## src/rtl/devcsr_pkg.sv

```systemverilog
// Package: bit positions and the stored-state type of the peripheral
// control/status word. Assumes a 16-bit word with three error bits.
package devcsr_pkg;
    localparam int unsigned WORD_W     = 16;
    localparam int unsigned ERR_W      = 3;
    localparam int unsigned POS_ERRSUM = 15;
    localparam int unsigned POS_ERR_LO = 12;
    localparam int unsigned POS_BUSY   = 11;
    localparam int unsigned POS_DONE   = 7;
    localparam int unsigned POS_IE     = 6;
    localparam int unsigned POS_GO     = 0;

    typedef struct packed {
        logic [ERR_W-1:0] err;
        logic             busy;
        logic             done;
        logic             ie;
        logic             go;
    } csr_state_t;
endpackage

```

## src/rtl/csr_fields.sv

```systemverilog
// csr_fields: storage of every bit of the control/status word.
// The device-owned bits (errors, busy, done) move only on device strobes,
// with set winning over clear. Control bits (ie, go) are written from the
// low byte lane; init clears them and wins over a write.
// Assumes strobes are synchronous to clk.
module csr_fields
    import devcsr_pkg::*;
(
    input  logic             clk,
    input  logic             rst_n,
    input  logic             sys_init,
    input  logic             wr_lo,
    input  logic             wd_ie,
    input  logic             wd_go,
    input  logic             done_set,
    input  logic             done_clr,
    input  logic             busy_set,
    input  logic             busy_clr,
    input  logic [ERR_W-1:0] err_set,
    input  logic [ERR_W-1:0] err_clr,
    output csr_state_t       st
);

    // Per-bit error flags, set dominant over clear.
    for (genvar g = 0; g < ERR_W; g++) begin : g_err
        always_ff @(posedge clk) begin
            if (!rst_n)           st.err[g] <= 1'b0;
            else if (err_set[g])  st.err[g] <= 1'b1;
            else if (err_clr[g])  st.err[g] <= 1'b0;
        end
    end

    // Device-owned done and busy flags, set dominant over clear.
    always_ff @(posedge clk) begin
        if (!rst_n) begin
            st.done <= 1'b0;
            st.busy <= 1'b0;
        end else begin
            if (done_set)      st.done <= 1'b1;
            else if (done_clr) st.done <= 1'b0;
            if (busy_set)      st.busy <= 1'b1;
            else if (busy_clr) st.busy <= 1'b0;
        end
    end

    // Bus-owned control bits; init has priority over a low-lane write.
    always_ff @(posedge clk) begin
        if (!rst_n || sys_init) begin
            st.ie <= 1'b0;
            st.go <= 1'b0;
        end else if (wr_lo) begin
            st.ie <= wd_ie;
            st.go <= wd_go;
        end
    end

    AST_ERR_SUM_FOLLOWS: assert property (@(posedge clk) disable iff (!rst_n)
        (|err_set) |=> (|st.err));
    AST_DONE_DEVICE_ONLY: assert property (@(posedge clk) disable iff (!rst_n)
        (!done_set && !done_clr) |=> $stable(st.done));
    AST_INIT_CLEARS_CTRL: assert property (@(posedge clk) disable iff (!rst_n)
        sys_init |=> (!st.ie && !st.go));
    AST_CTRL_HOLD_NO_LO: assert property (@(posedge clk) disable iff (!rst_n)
        (!wr_lo && !sys_init) |=> $stable({st.ie, st.go}));

endmodule

```

## src/rtl/csr_irq_gen.sv

```systemverilog
// csr_irq_gen: turns attention (done OR error) and interrupt enable into a
// pending request. It arms when ie and attention are both 1 now but were
// not both 1 one cycle earlier. Acknowledge or ie low retire it, and a
// new arm in the same cycle as an acknowledge wins.
// Assumes ie and attn come straight from registers.
module csr_irq_gen (
    input  logic clk,
    input  logic rst_n,
    input  logic ie,
    input  logic attn,
    input  logic ack,
    output logic pend
);

    logic ie_q;
    logic attn_q;
    logic arm;

    // Arm when the (ie, attention) pair newly becomes both-high.
    always_comb arm = ie && attn && !(ie_q && attn_q);

    // Remember last cycle's ie and attention for edge detection.
    always_ff @(posedge clk) begin
        if (!rst_n) begin
            ie_q   <= 1'b0;
            attn_q <= 1'b0;
        end else begin
            ie_q   <= ie;
            attn_q <= attn;
        end
    end

    // Pending request flag.
    always_ff @(posedge clk) begin
        if (!rst_n || !ie) pend <= 1'b0;
        else               pend <= (pend && !ack) || arm;
    end

    AST_ACK_RETIRES: assert property (@(posedge clk) disable iff (!rst_n)
        (ack && !arm) |=> !pend);
    AST_IE_ON_ARMS: assert property (@(posedge clk) disable iff (!rst_n)
        ($rose(ie) && attn) |=> pend);

endmodule

```

## src/rtl/csr_pri_gate.sv

```systemverilog
// csr_pri_gate: forwards a pending, enabled request only while the device
// level is strictly above the processor priority. Assumes DEV_LEVEL fits
// in PRI_W bits.
module csr_pri_gate #(
    parameter int unsigned PRI_W     = 3,
    parameter int unsigned DEV_LEVEL = 4
) (
    input  logic             pend,
    input  logic             ie,
    input  logic [PRI_W-1:0] cpu_pri,
    output logic             irq
);

    localparam logic [PRI_W-1:0] LEVEL = PRI_W'(DEV_LEVEL);

    // Strict-greater priority qualification.
    always_comb irq = pend && ie && (LEVEL > cpu_pri);

endmodule

```

## src/rtl/dev_csr_irq.sv

```systemverilog
// dev_csr_irq: top of the peripheral control/status word with interrupt
// request. Ties together field storage, request generation and the priority
// gate, and assembles the read word; unused positions read 0.
// Assumes a single synchronous clock and a synchronous active-low reset.
module dev_csr_irq
    import devcsr_pkg::*;
#(
    parameter int unsigned PRI_W     = 3,
    parameter int unsigned DEV_LEVEL = 4
) (
    input  logic              clk,
    input  logic              rst_n,
    input  logic              sys_init,
    input  logic              bus_wr,
    input  logic [1:0]        bus_be,
    input  logic [WORD_W-1:0] bus_wdata,
    output logic [WORD_W-1:0] rd_data,
    input  logic              dev_done_set,
    input  logic              dev_done_clr,
    input  logic              dev_busy_set,
    input  logic              dev_busy_clr,
    input  logic [ERR_W-1:0]  dev_err_set,
    input  logic [ERR_W-1:0]  dev_err_clr,
    input  logic [PRI_W-1:0]  cpu_pri,
    input  logic              irq_ack,
    output logic              irq
);

    csr_state_t st;
    logic       pend;
    logic       attn;
    logic       unused_bits;

    // The high lane holds no writable bit; these inputs carry no state.
    assign unused_bits = ^{bus_be[1], bus_wdata[15:7], bus_wdata[5:1]};

    csr_fields i_fields (
        .clk      (clk),
        .rst_n    (rst_n),
        .sys_init (sys_init),
        .wr_lo    (bus_wr && bus_be[0]),
        .wd_ie    (bus_wdata[POS_IE]),
        .wd_go    (bus_wdata[POS_GO]),
        .done_set (dev_done_set),
        .done_clr (dev_done_clr),
        .busy_set (dev_busy_set),
        .busy_clr (dev_busy_clr),
        .err_set  (dev_err_set),
        .err_clr  (dev_err_clr),
        .st       (st)
    );

    // Attention: done or any individual error.
    always_comb attn = st.done || (|st.err);

    csr_irq_gen i_irq_gen (
        .clk   (clk),
        .rst_n (rst_n),
        .ie    (st.ie),
        .attn  (attn),
        .ack   (irq_ack),
        .pend  (pend)
    );

    csr_pri_gate #(.PRI_W(PRI_W), .DEV_LEVEL(DEV_LEVEL)) i_pri_gate (
        .pend    (pend),
        .ie      (st.ie),
        .cpu_pri (cpu_pri),
        .irq     (irq)
    );

    // Read word assembly; every position not named here reads zero.
    always_comb begin
        rd_data = '0;
        rd_data[POS_ERRSUM]                    = |st.err;
        rd_data[POS_ERR_LO +: ERR_W]           = st.err;
        rd_data[POS_BUSY]                      = st.busy;
        rd_data[POS_DONE]                      = st.done;
        rd_data[POS_IE]                        = st.ie;
        rd_data[POS_GO]                        = st.go;
    end

    AST_PRI_STRICT: assert property (@(posedge clk) disable iff (!rst_n)
        irq |-> (cpu_pri < PRI_W'(DEV_LEVEL)));
    AST_IRQ_NEEDS_IE: assert property (@(posedge clk) disable iff (!rst_n)
        irq |-> rd_data[POS_IE]);
    AST_UNUSED_ZERO: assert property (@(posedge clk) disable iff (!rst_n)
        (rd_data[10:8] == 3'b000) && (rd_data[5:1] == 5'b00000));

endmodule

```

## config.mk

```make
export PLATFORM = sky130hd
export DESIGN_NAME = dev_csr_irq
export DESIGN_NICKNAME = d
export VERILOG_FILES = /design/src/rtl/devcsr_pkg.sv /design/src/rtl/csr_fields.sv /design/src/rtl/csr_irq_gen.sv /design/src/rtl/csr_pri_gate.sv /design/src/rtl/dev_csr_irq.sv
export SDC_FILE = /design/constraint.sdc
export NUM_CORES = 1
export LEC_CHECK = 0
export BUFFER_PORTS_ARGS = -buffer_cell sky130_fd_sc_hd__buf_2
export CAP_MARGIN = 15
export CORE_MARGIN = 10
export CORE_UTILIZATION = 34
export CTS_CLUSTER_SIZE = 20
export DETAILED_ROUTE_END_ITERATION = 8
export MAX_ROUTING_LAYER = met4
export PLACE_DENSITY = 0.86
export RECOVER_POWER = 25
export REMOVE_ABC_BUFFERS = 1
export SLEW_MARGIN = 20
export SYNTH_ARGS = -nofsm -noshare
export SYNTH_HDL_FRONTEND = slang
export SYNTH_SLANG_ARGS = --single-unit
```

## constraint.sdc

```tcl
create_clock -name clk -period 1.2 [get_ports clk]
set_input_delay 0.24 -clock clk [delete_from_list [all_inputs] [get_ports clk]]
set_output_delay 0.24 -clock clk [all_outputs]
set_load 0.05 [all_outputs]
```

; Word level (Yosys, flattened, before mapping)
; Cells that the tools add are included.
[classes]
addsub = 0
n_mul = 0
div_mod_pow = 0
n_lt_le_gt_ge = 1
n_eq_ne = 0
n_shift = 0
mux = 10
bitwise_logic = 0
n_reduce_logical = 21
[ops]
columns = op, n
row1 = $mux 1, 10
row2 = $reduce_bool 2->1, 5
row3 = $logic_and 1x1->1, 7
row4 = $logic_not 1->1, 4
row5 = $logic_or 1x1->1, 4
row6 = $gt 3x3->1 const A, 1
row7 = $reduce_or 3->1, 1
[totals]
ff_bits = 10
latchBits = 0
ramBits = 0
mem_bits_ro = 0
inputBits = 36
elab_cells = 42
memories = 0

; Longest topological paths before layout
; Gate-level depths: netlist (run 1).
[logic_depth]
ltp_word = 5
ltp_mapped = 3
depth_no_buf = 2

; Cells and area by module
; A second synthesis (run 1) with hierarchy kept.
[unflattened]
cells_unflattened = 43
area_unflattened_um2 = 432.9
[by_module_without_submodules]
columns = mod, instances, cells_each, area_per_inst_um2, seq_area_each_um2
row1 = csr_fields, 1, 22, 242.7, 140.1
row2 = csr_irq_gen, 1, 8, 96.3, 60.1
row3 = dev_csr_irq, 1, 12, 85.1, 0.0
row4 = csr_pri_gate, 1, 1, 8.8, 0.0

; Worst setup path after synthesis (run 1)
; OpenSTA, ideal clock, no wires.
[synth_path]
kind = reg2out
startpoint = register, netlist name i_fields.st[5]
endpoint = output port rd_data[15]
t_arrival_ns = 1.161
slack_ns = -0.201
stages_incl_launch_ff = 2
path_buffers = 0
cell_sequence = dfxtp_1 > or3_1
[synth_between]
elab_chain_cells = 1
[synth_rtl]
columns = item, line
row1 = $reduce_or 3->1, dev_csr_irq.sv:75  ; rd_data[POS_ERRSUM] = |st.err;
row2 = to (decl), dev_csr_irq.sv:17  ; output logic [WORD_W-1:0] rd_data,
; Every way passes these cells.

; Final worst setup path (run 1)
[layout_path]
startpoint = register, netlist name i_fields.st[5]
endpoint = output port rd_data[15]
[layout_between]
elab_chain_cells = 1
[layout_rtl]
columns = item, line
row1 = $reduce_or 3->1, dev_csr_irq.sv:75
; Every way passes these cells.

==> results of run 1 <==
[cell families (layout without fill, tap and decap cells)]
logic type,after synthesis,after routing,share of synthesized area [%]
compound gates,10,10,16.89
buf+inv,11,36,17.41
other cells,1,8,0.7908
flops,10,10,42.22
simple gates,16,16,22.69
[sequential cells by signal, indices dropped and copies added (netlist names)]
register / cells
i_irq_gen.attn_q: 1
i_irq_gen.pend: 1
i_fields.st: 7
i_irq_gen.ie_q: 1
[power by group through the flow]
| stage | Clock, uW | Sequential (uW) | Combinational [uW] |
|---|---|---|---|
| 2_1_floorplan | 0 | 411 | 96.5 |
| 3_3_place_gp | 0 | 363 | 206 |
| 3_5_place_dp | 0 | 364 | 209 |
| 4_1_cts | 323 | 357 | 221 |
| 5_1_grt | 339 | 359 | 247 |
| 6_report | 305 | 358 | 233 |
[layout by cell type (no fill, tap or decap), drive strengths merged]
cell type / count
a21bo: 2
o21a: 5
nor2: 1
nand2: 2
clkbuf: 4
buf: 31
conb: 8
nor4: 1
inv: 1
o31ai: 1
nor2b: 6
nand4b: 1
nand2b: 1
or3: 1
and2: 1
dfxtp: 10
a21oi: 2
nand3: 2
[worst paths after layout]
| kind | start | to | cells past startpoint |
|---|---|---|---|
| worst min-delay path | dev_err_set[1] | i_fields.st[5]$_SDFFE_PN0P_ | 2 |
| worst max register to register | i_fields.st[5]$_SDFFE_PN0P_ | i_irq_gen.pend$_SDFF_PP0_ | 3 |
| worst min register to register | i_irq_gen.pend$_SDFF_PP0_ | i_irq_gen.pend$_SDFF_PP0_ | 2 |
| worst max-delay path | i_fields.st[5]$_SDFFE_PN0P_ | rd_data[15] | 2 |
[repair_timing]
| action | in CTS | in global routing |
|---|---|---|
| pin swaps | 1 | 1 |
| cloned | 0 | 0 |
| setup buffers | 1 | 0 |
| endpoints found under the setup margin | 6 | 4 |
| resized for setup | 9 | 6 |
| hold buffers | 0 | 0 |
[area by class of cell]
type	instances	area [um2]
inverter	1	3.754
clock buffer	4	36.28
tap	15	18.77
fill	121	616.8
sequential	10	201.4
multi-input combinational	34	225.2
timing repair buffer	31	198.9
[stage by stage]
stage	power (uW)	util, %	instances
global route	945.1	52.60	95
detailed placement	573.7	45.96	90
finish	895.8	52.60	95
floorplan	508.0	-	45
global placement	569.4	45.96	90
CTS	900.6	51.15	95
[metal layers]
layer	wire [um]	track usage, %	vias to the layer above
li1	-	-	207
met1	486	7.836	184
met2	576	11.96	27
met3	200	5.973	2
met4	2	4.027	0
met5	0	-	-
==> impl_metrics.json, run 1 <==
{
  "clock_tree.htree_level_count": 1,
  "cp_data_arrival_time_ps": 1130,
  "fp_rows": 13,
  "worst_setup_hold_path_clk_slew_ps": 60,
  "net_count_reported_at_finish": 117,
  "static-leakage-power_uw": 0.0003387,
  "worst_setup_path_end_kind": "output pin",
  "synthDistinctLibCells": 18,
  "power_density_over_the_cells_nw_per_um2": 1309,
  "yosysTopAreaCellShare_pct": 42.22,
  "cts-buffers-inserted": 3,
  "most_common_flop_cell_mapped_by_yosys": "sky130_fd_sc_hd__dfxtp_1",
  "drive_gt1_share_pct": 50.00,
  "cell_internal_pwr_uw": 611.3,
  "synth_largest_area_cell": "sky130_fd_sc_hd__dfxtp_1",
  "number_of_flip_flops_and_latches_in_the_synthesized_netlist": 10,
  "grt_pass1_vias": 445,
  "drv_cap": 0,
  "avgViaCountPerCell": 4.421,
  "setup_tns_after_final_layout_ps": -172.0,
  "yosysMostFrequentCell": "sky130_fd_sc_hd__dfxtp_1",
  "finalSetupViolCount": 1,
  "place.detailed.hpwl_um": 1004,
  "irDropWorstVdd_mv": 0.9186,
  "achievable_clock_frequency_ghz": 0.7289,
  "die_area_um2": 3288,
  "proportion_of_power_drawn_by_the_clock_network_pct": 34.0,
  "p_comb_share_pct": 26.1,
  "routed_wirelength_um": 1265,
  "seq_area_frac_synth_pct": 42.22,
  "worst_path_largest_cell_delay_ps": 390,
  "final_antenna_net_count": 0,
  "clock_sink_count": 10,
  "maximum_number_of_pins_on_one_net_before_global_route_repair": 10,
  "place_ws_ps": 99.74,
  "worst_clock_skew_ps": 2.552,
  "yosys_warnings": 0,
  "synth-edff-count": 0,
  "diodes": 0,
  "clockBufferDepth": 2,
  "initial_utilization_pct": 36.44,
  "cts_tree": "done",
  "worstHoldPathType": "in -> reg",
  "num_vias": 420,
  "swShare_pct": 31.75,
  "synth_cells": 48,
  "port_buffers": 27,
  "outcome": "finished with violations",
  "synth.cell_area_um2": 474.2,
  "rsz0062_at_grt": "yes",
  "setup.reg_to_reg.worst_slack_ps": 230,
  "synthTopCellsByArea": "sky130_fd_sc_hd__dfxtp_1, sky130_fd_sc_hd__buf_4, sky130_fd_sc_hd__nor2b_1",
  "globalRouteTotalUtil_pct": 8.160,
  "post_synth.cell_area_avg_um2": 9.879,
  "detailedRoute.firstIterationViolations": 3,
  "grt_pass1_wl_um": 2070,
  "clock_latency_reported_for_the_late_side_of_the_worst_skew_pair_ps": 270,
  "cp.buffers_inverters": 1,
  "synth.top_cells.by_count": "sky130_fd_sc_hd__dfxtp_1, sky130_fd_sc_hd__buf_4, sky130_fd_sc_hd__nor2b_1",
  "final_area_um2": 684.4,
  "hold_viol": 0,
  "place_area_um2": 598.1,
  "synth_async_sr_flop_share_pct": 0,
  "share_seq_of_total_power_pct": 39.9,
  "final-max-slew-violation-count": 0,
  "min_period_ps": 1372,
  "area_delta_synth_final_pct": 44.33,
  "die_width_um": 57.35,
  "core_area_um2": 1301,
  "crit_family": "simple AND/OR/NAND/NOR gates",
  "antenna_violations_before_repair": 0,
  "cp_slowest_cell": "sky130_fd_sc_hd__or3_4",
  "switchingPower_uw": 284.4,
  "remaining_drc_errors": 0,
  "post-route-worst-setup-slack_ps": -172.0,
  "per_cell_routed_wire_length_um": 13.32,
  "gpl.final_weighted_congestion": 0.6829,
  "critical_path_peak_fanout": 2,
  "period_share_pct": 114.3,
  "kind_of_critical_path": "reg -> out",
  "violations_in_the_final_reports": "setup timing",
  "critPathRequiredTime_ps": 960,
  "timing.hold.ws_ps": 180.6,
  "timing.critical_path.from_type": "flip-flop",
  "die_y_um": 57.35,
  "root_buffer": "sky130_fd_sc_hd__clkbuf_4",
  "firstDrtPassIters": 2,
  "io_pins": 53,
  "timing.critical_path.cells": "or3_4 -> buf_8",
  "overflow": 0
}
Power figures use the tool's default switching activity.
==> inputs of run 2 (changes only) <==
Settings changed: BUFFER_PORTS_ARGS -buffer_cell sky130_fd_sc_hd__buf_2 to -buffer_cell sky130_fd_sc_hd__buf_4.
==> impl_metrics.json, run 2 (synthesis results as in run 1) <==
{
  "worstHoldPathType": "in -> reg",
  "grt_busiest_layer": "met2",
  "timing.critical_path.from_type": "flip-flop",
  "place.detailed.hpwl_um": 1051,
  "crit_family": "simple AND/OR/NAND/NOR gates",
  "die_y_um": 57.35,
  "total_power_uw": 896.5,
  "kind_of_critical_path": "reg -> out",
  "drv_cap": 0,
  "num_vias": 423,
  "overflow": 0,
  "hold_viol": 0,
  "global_route.usage.met1_pct": 8.000,
  "grt_pass1_vias": 487,
  "maximum_number_of_pins_on_one_net_before_global_route_repair": 10,
  "cp.buffers_inverters": 1,
  "core_area_um2": 1301,
  "multiInputGateArea_um2": 220.2,
  "final-max-slew-violation-count": 0,
  "finalNonFillerCells": 95,
  "globalRouteTotalUtil_pct": 8.038,
  "worst_setup_path_end_kind": "output pin",
  "cts_tree": "done",
  "largest_reg_flops": 7,
  "worst_clock_skew_ps": 3.288,
  "use_met3_pct": 5.310,
  "critPathRequiredTime_ps": 960,
  "worst_path_largest_cell_delay_ps": 380,
  "violations_in_the_final_reports": "setup timing",
  "ctsHoldBuffers": 0,
  "initial_utilization_pct": 36.44,
  "groute.layer.met2.usage_pct": 11.81,
  "period_share_pct": 112.4,
  "cp_data_arrival_time_ps": 1110,
  "clock_sink_count": 10,
  "finalSetupViolCount": 1,
  "nFillCells": 126,
  "die_area_um2": 3288,
  "timing.critical_path.cells": "or3_1 -> buf_6",
  "cp_slowest_cell": "sky130_fd_sc_hd__or3_1",
  "die_width_um": 57.35,
  "avgViaCountPerCell": 4.453,
  "mostFrequentLayoutCells": "sky130_fd_sc_hd__buf_4, sky130_fd_sc_hd__dfxtp_1, sky130_fd_sc_hd__conb_1, sky130_fd_sc_hd__nor2b_1, sky130_fd_sc_hd__o21a_1",
  "io_pins": 53,
  "outcome": "finished with violations",
  "detailedRoute.firstIterationViolations": 2,
  "cts-buffers-inserted": 3,
  "clockBufferDepth": 2,
  "firstDrtPassIters": 2,
  "dp.cells": 90,
  "critical_path_peak_fanout": 2,
  "antenna_violations_before_repair": 0,
  "final_core_density_pct": 55.58,
  "diodes": 0,
  "rsz0062_at_grt": "yes",
  "irDropWorstVdd_mv": 0.7177,
  "worst_setup_hold_path_clk_slew_ps": 70,
  "place_ws_ps": 109.1,
  "grt_pass1_wl_um": 2042,
  "root_buffer": "sky130_fd_sc_hd__clkbuf_4",
  "min_period_ps": 1349,
  "most_common_library_cell_in_the_layout_ignoring_fill_and_taps": "sky130_fd_sc_hd__buf_4",
  "port_buffers": 27,
  "per_cell_routed_wire_length_um": 13.11,
  "power_density_over_the_cells_nw_per_um2": 1240,
  "achievable_clock_frequency_ghz": 0.7411,
  "area_delta_synth_final_pct": 52.51,
  "remaining_drc_errors": 0,
  "clock_latency_reported_for_the_late_side_of_the_worst_skew_pair_ps": 260,
  "largest-register": "i_fields.st",
  "clock_tree.htree_level_count": 1,
  "static-leakage-power_uw": 0.0003514,
  "drive_gt1_share_pct": 47.50,
  "net_count_reported_at_finish": 117,
  "gpl.final_weighted_congestion": 0.6646,
  "register_area_um2": 200.2,
  "fp_rows": 13,
  "routed_wirelength_um": 1245,
  "final_antenna_net_count": 0,
  "post-route-worst-setup-slack_ps": -149.3
}
run 2: worst register-to-register path, delay by kind of cell, from the launching register on:
kind | cells | cell delay, ps
compound gates | 1 | 100
buf+inv | 1 | 140
flops | 1 | 310
simple gates | 1 | 300
run 2: worst paths after layout:
path | start | end | slack [ps] | depth (start not counted)
worst min register to register | i_irq_gen.pend$_SDFF_PP0_ | i_irq_gen.pend$_SDFF_PP0_ | 510 | 2
worst max-delay path | i_fields.st[5]$_SDFFE_PN0P_ | rd_data[15] | -150 | 2
worst min-delay path | dev_done_set | i_fields.st[2]$_SDFFE_PN0P_ | 180 | 2
worst max register to register | i_fields.st[5]$_SDFFE_PN0P_ | i_irq_gen.pend$_SDFF_PP0_ | 250 | 3
run 2: power by group:
part / switching, uW / leakage (uW) / internal [uW]
combinational: 152 / 0.000248 / 90.5
clock: 113 / 0.0000210 / 184
sequential: 8.79 / 0.0000826 / 348
run 2: what timing repair did:
item / in CTS / in global routing
buffers inserted: 1 / 0
resized for setup: 3 / 2
endpoints found under the setup margin: 2 / 3
pin swaps: 0 / 0
run 2: per-layer routing:
metal	routed length (um)	vias up	part of all wire (%)
met3	172	2	14
met1	492	187	40
li1	-	209	-
met2	570	25	46
met5	0	-	0
met4	9	0	0.72
run 2: per-stage QoR:
step                      area, um2  hold slack (ps)  TNS [ps]
after floorplan               421.7            357.5    -652.0
after global placement        665.6            448.1         0
after detailed placement      665.6            453.6         0
after CTS                     718.2            175.0    -170.7
after global routing          723.2            174.6    -248.3
final                         723.2            183.4    -149.3
run 2: final cells by class:
class                   count  share of cell area, %
inverters                   1                 0.5190
clock buffers               4                  5.017
repair buffers             31                  33.74
flip-flops and latches     10                  27.68
well taps                  15                  2.595
multi-input cells          34                  30.45
==> inputs of run 3 (changes only) <==
Settings changed: BUFFER_PORTS_ARGS -buffer_cell sky130_fd_sc_hd__buf_4 to default, CORE_AREA from default to 10 10 47 49, CORE_MARGIN 10 to default, CORE_UTILIZATION 34 to default, DIE_AREA from default to 0 0 57 59, DONT_BUFFER_PORTS from default to 1, PLACE_DENSITY 0.86 to 0.56, SLEW_MARGIN 20 to default.
==> impl_metrics.json, run 3 (synthesis results as in run 1) <==
{
  "clock_tree.htree_level_count": 1,
  "cp_data_arrival_time_ps": 1120,
  "detailedRoute.firstIterationViolations": 1,
  "worst_setup_path_end_kind": "output pin",
  "finalSetupViolCount": 1,
  "rsz0062_at_grt": "yes",
  "outcome": "finished with violations",
  "area_delta_synth_final_pct": 25.86,
  "crit_family": "simple AND/OR/NAND/NOR gates",
  "critPathRequiredTime_ps": 960,
  "hold_viol": 0,
  "largest-register": "i_fields.st",
  "gpl.final_weighted_congestion": 0.6591,
  "worst_path_largest_cell_delay_ps": 390,
  "min_period_ps": 1355,
  "worstHoldPathType": "in -> reg",
  "place_area_um2": 521.8,
  "cp_slowest_cell": "sky130_fd_sc_hd__or3_4",
  "grt_pass1_wl_um": 1718,
  "timing.rr.start": "i_fields.st[5]$_SDFFE_PN0P_",
  "firstDrtPassIters": 2,
  "drv_cap": 0,
  "remaining_drc_errors": 0,
  "power_density_over_the_cells_nw_per_um2": 1424,
  "drive_gt1_share_pct": 37.70,
  "net_count_reported_at_finish": 98,
  "irDropWorstVdd_mv": 0.7678,
  "final_area_um2": 596.8,
  "timing.reg2reg.worst_path_depth": 3,
  "timing.critical_path.from_type": "flip-flop",
  "timing.critical_path.cells": "or3_4 -> buf_12",
  "worst_setup_hold_path_clk_slew_ps": 70,
  "cp.buffers_inverters": 1,
  "largest_reg_flops": 7,
  "critical_path.reg2reg.endpoint": "i_irq_gen.pend$_SDFF_PP0_",
  "setup.reg_to_reg.worst_slack_ps": 170,
  "place_ws_ps": 92.57,
  "hold_end": "i_fields.st[5]$_SDFFE_PN0P_",
  "root_buffer": "sky130_fd_sc_hd__clkbuf_4",
  "clockBufferDepth": 2,
  "achievable_clock_frequency_ghz": 0.7380,
  "cts_tree": "done",
  "avgViaCountPerCell": 4.455,
  "kind_of_critical_path": "reg -> out",
  "num_vias": 343,
  "port_buffers": 0,
  "min-delay-start": "rst_n",
  "die_area_um2": 3363,
  "maximum_number_of_pins_on_one_net_before_global_route_repair": 10,
  "violations_in_the_final_reports": "setup timing",
  "period_share_pct": 112.9,
  "final_core_density_pct": 42.59,
  "grt_pass1_vias": 394,
  "die_width_um": 57,
  "globalRouteTotalUtil_pct": 6.843,
  "clock_sink_count": 10,
  "final_antenna_net_count": 0,
  "cts-buffers-inserted": 3,
  "fp_rows": 14,
  "hold-path-cell-count": 1,
  "initial_utilization_pct": 33.84,
  "die_y_um": 59,
  "mostFrequentLayoutCells": "sky130_fd_sc_hd__buf_4, sky130_fd_sc_hd__conb_1, sky130_fd_sc_hd__dfxtp_1, sky130_fd_sc_hd__nor2b_1, sky130_fd_sc_hd__o21a_1",
  "nFillCells": 144,
  "setup_tns_after_final_layout_ps": -155.0,
  "routed_wirelength_um": 1055,
  "static-leakage-power_uw": 0.0002648,
  "io_pins": 53,
  "clock_latency_reported_for_the_late_side_of_the_worst_skew_pair_ps": 260,
  "antenna_violations_before_repair": 0,
  "worst_clock_skew_ps": 1.503,
  "final-max-slew-violation-count": 0,
  "post-route-worst-setup-slack_ps": -155.0,
  "diodes": 0,
  "critical_path_peak_fanout": 2,
  "total_power_uw": 850.2,
  "per_cell_routed_wire_length_um": 13.70,
  "core_area_um2": 1401,
  "most_common_library_cell_in_the_layout_ignoring_fill_and_taps": "sky130_fd_sc_hd__buf_4",
  "overflow": 0
}
-- run 3: cell types whose count changed in the layout (fill, tap and decap cells not counted), sizes merged --
cell and change:
buf -19
-- run 3: cell type report --
| cell class | count | area (um2) | area share, % |
|---|---|---|---|
| Timing Repair Buffer | 12 | 106.4 | 17.82 |
| Tap cell | 16 | 20.02 | 3.354 |
| Inverter | 1 | 3.754 | 0.6289 |
| Clock buffer | 4 | 36.28 | 6.080 |
| Multi-Input combinational cell | 34 | 227.7 | 38.16 |
| Sequential cell | 10 | 202.7 | 33.96 |
-- run 3: what timing repair did --
item,CTS,global route
setup buffers,2,1
pin swaps,1,1
endpoints found under the setup margin,2,2
gates resized for setup,4,3
hold buffers,0,0
-- run 3: per-layer routing --
layer / vias to the layer above / GRT usage (%) / wire length, um
li1: 168 / - / -
met1: 151 / 5.562 / 407
met2: 22 / 9.922 / 474
met3: 2 / 6.009 / 165
met4: 0 / 5.034 / 8
met5: - / - / 0
-- run 3: where the power goes --
part	switching, uW	internal, uW	total (uW)
combinational	136	55.6	191
sequential	8.61	348	357
clock	118	184	302
-- run 3: worst max path at each step --
stage / cells after the start / startpoint / endpoint / slack (ps)
floorplan: 2 / i_fields.st[1]$_SDFFE_PP0P_ / irq / -450
global placement: 2 / i_fields.st[5]$_SDFFE_PN0P_ / rd_data[15] / 90
detailed placement: 2 / i_fields.st[5]$_SDFFE_PN0P_ / rd_data[15] / 90
CTS: 2 / i_fields.st[6]$_SDFFE_PN0P_ / rd_data[15] / -170
global route: 2 / i_fields.st[6]$_SDFFE_PN0P_ / rd_data[15] / -190
finish: 2 / i_fields.st[6]$_SDFFE_PN0P_ / rd_data[15] / -160
-- run 3: stage by stage --
stage / instances / hold WS, ps
2_1_floorplan: 45 / 357.5
3_3_place_gp: 70 / 362.0
3_5_place_dp: 70 / 360.9
4_1_cts: 76 / 83.24
5_1_grt: 77 / 73.93
6_report: 77 / 89.84
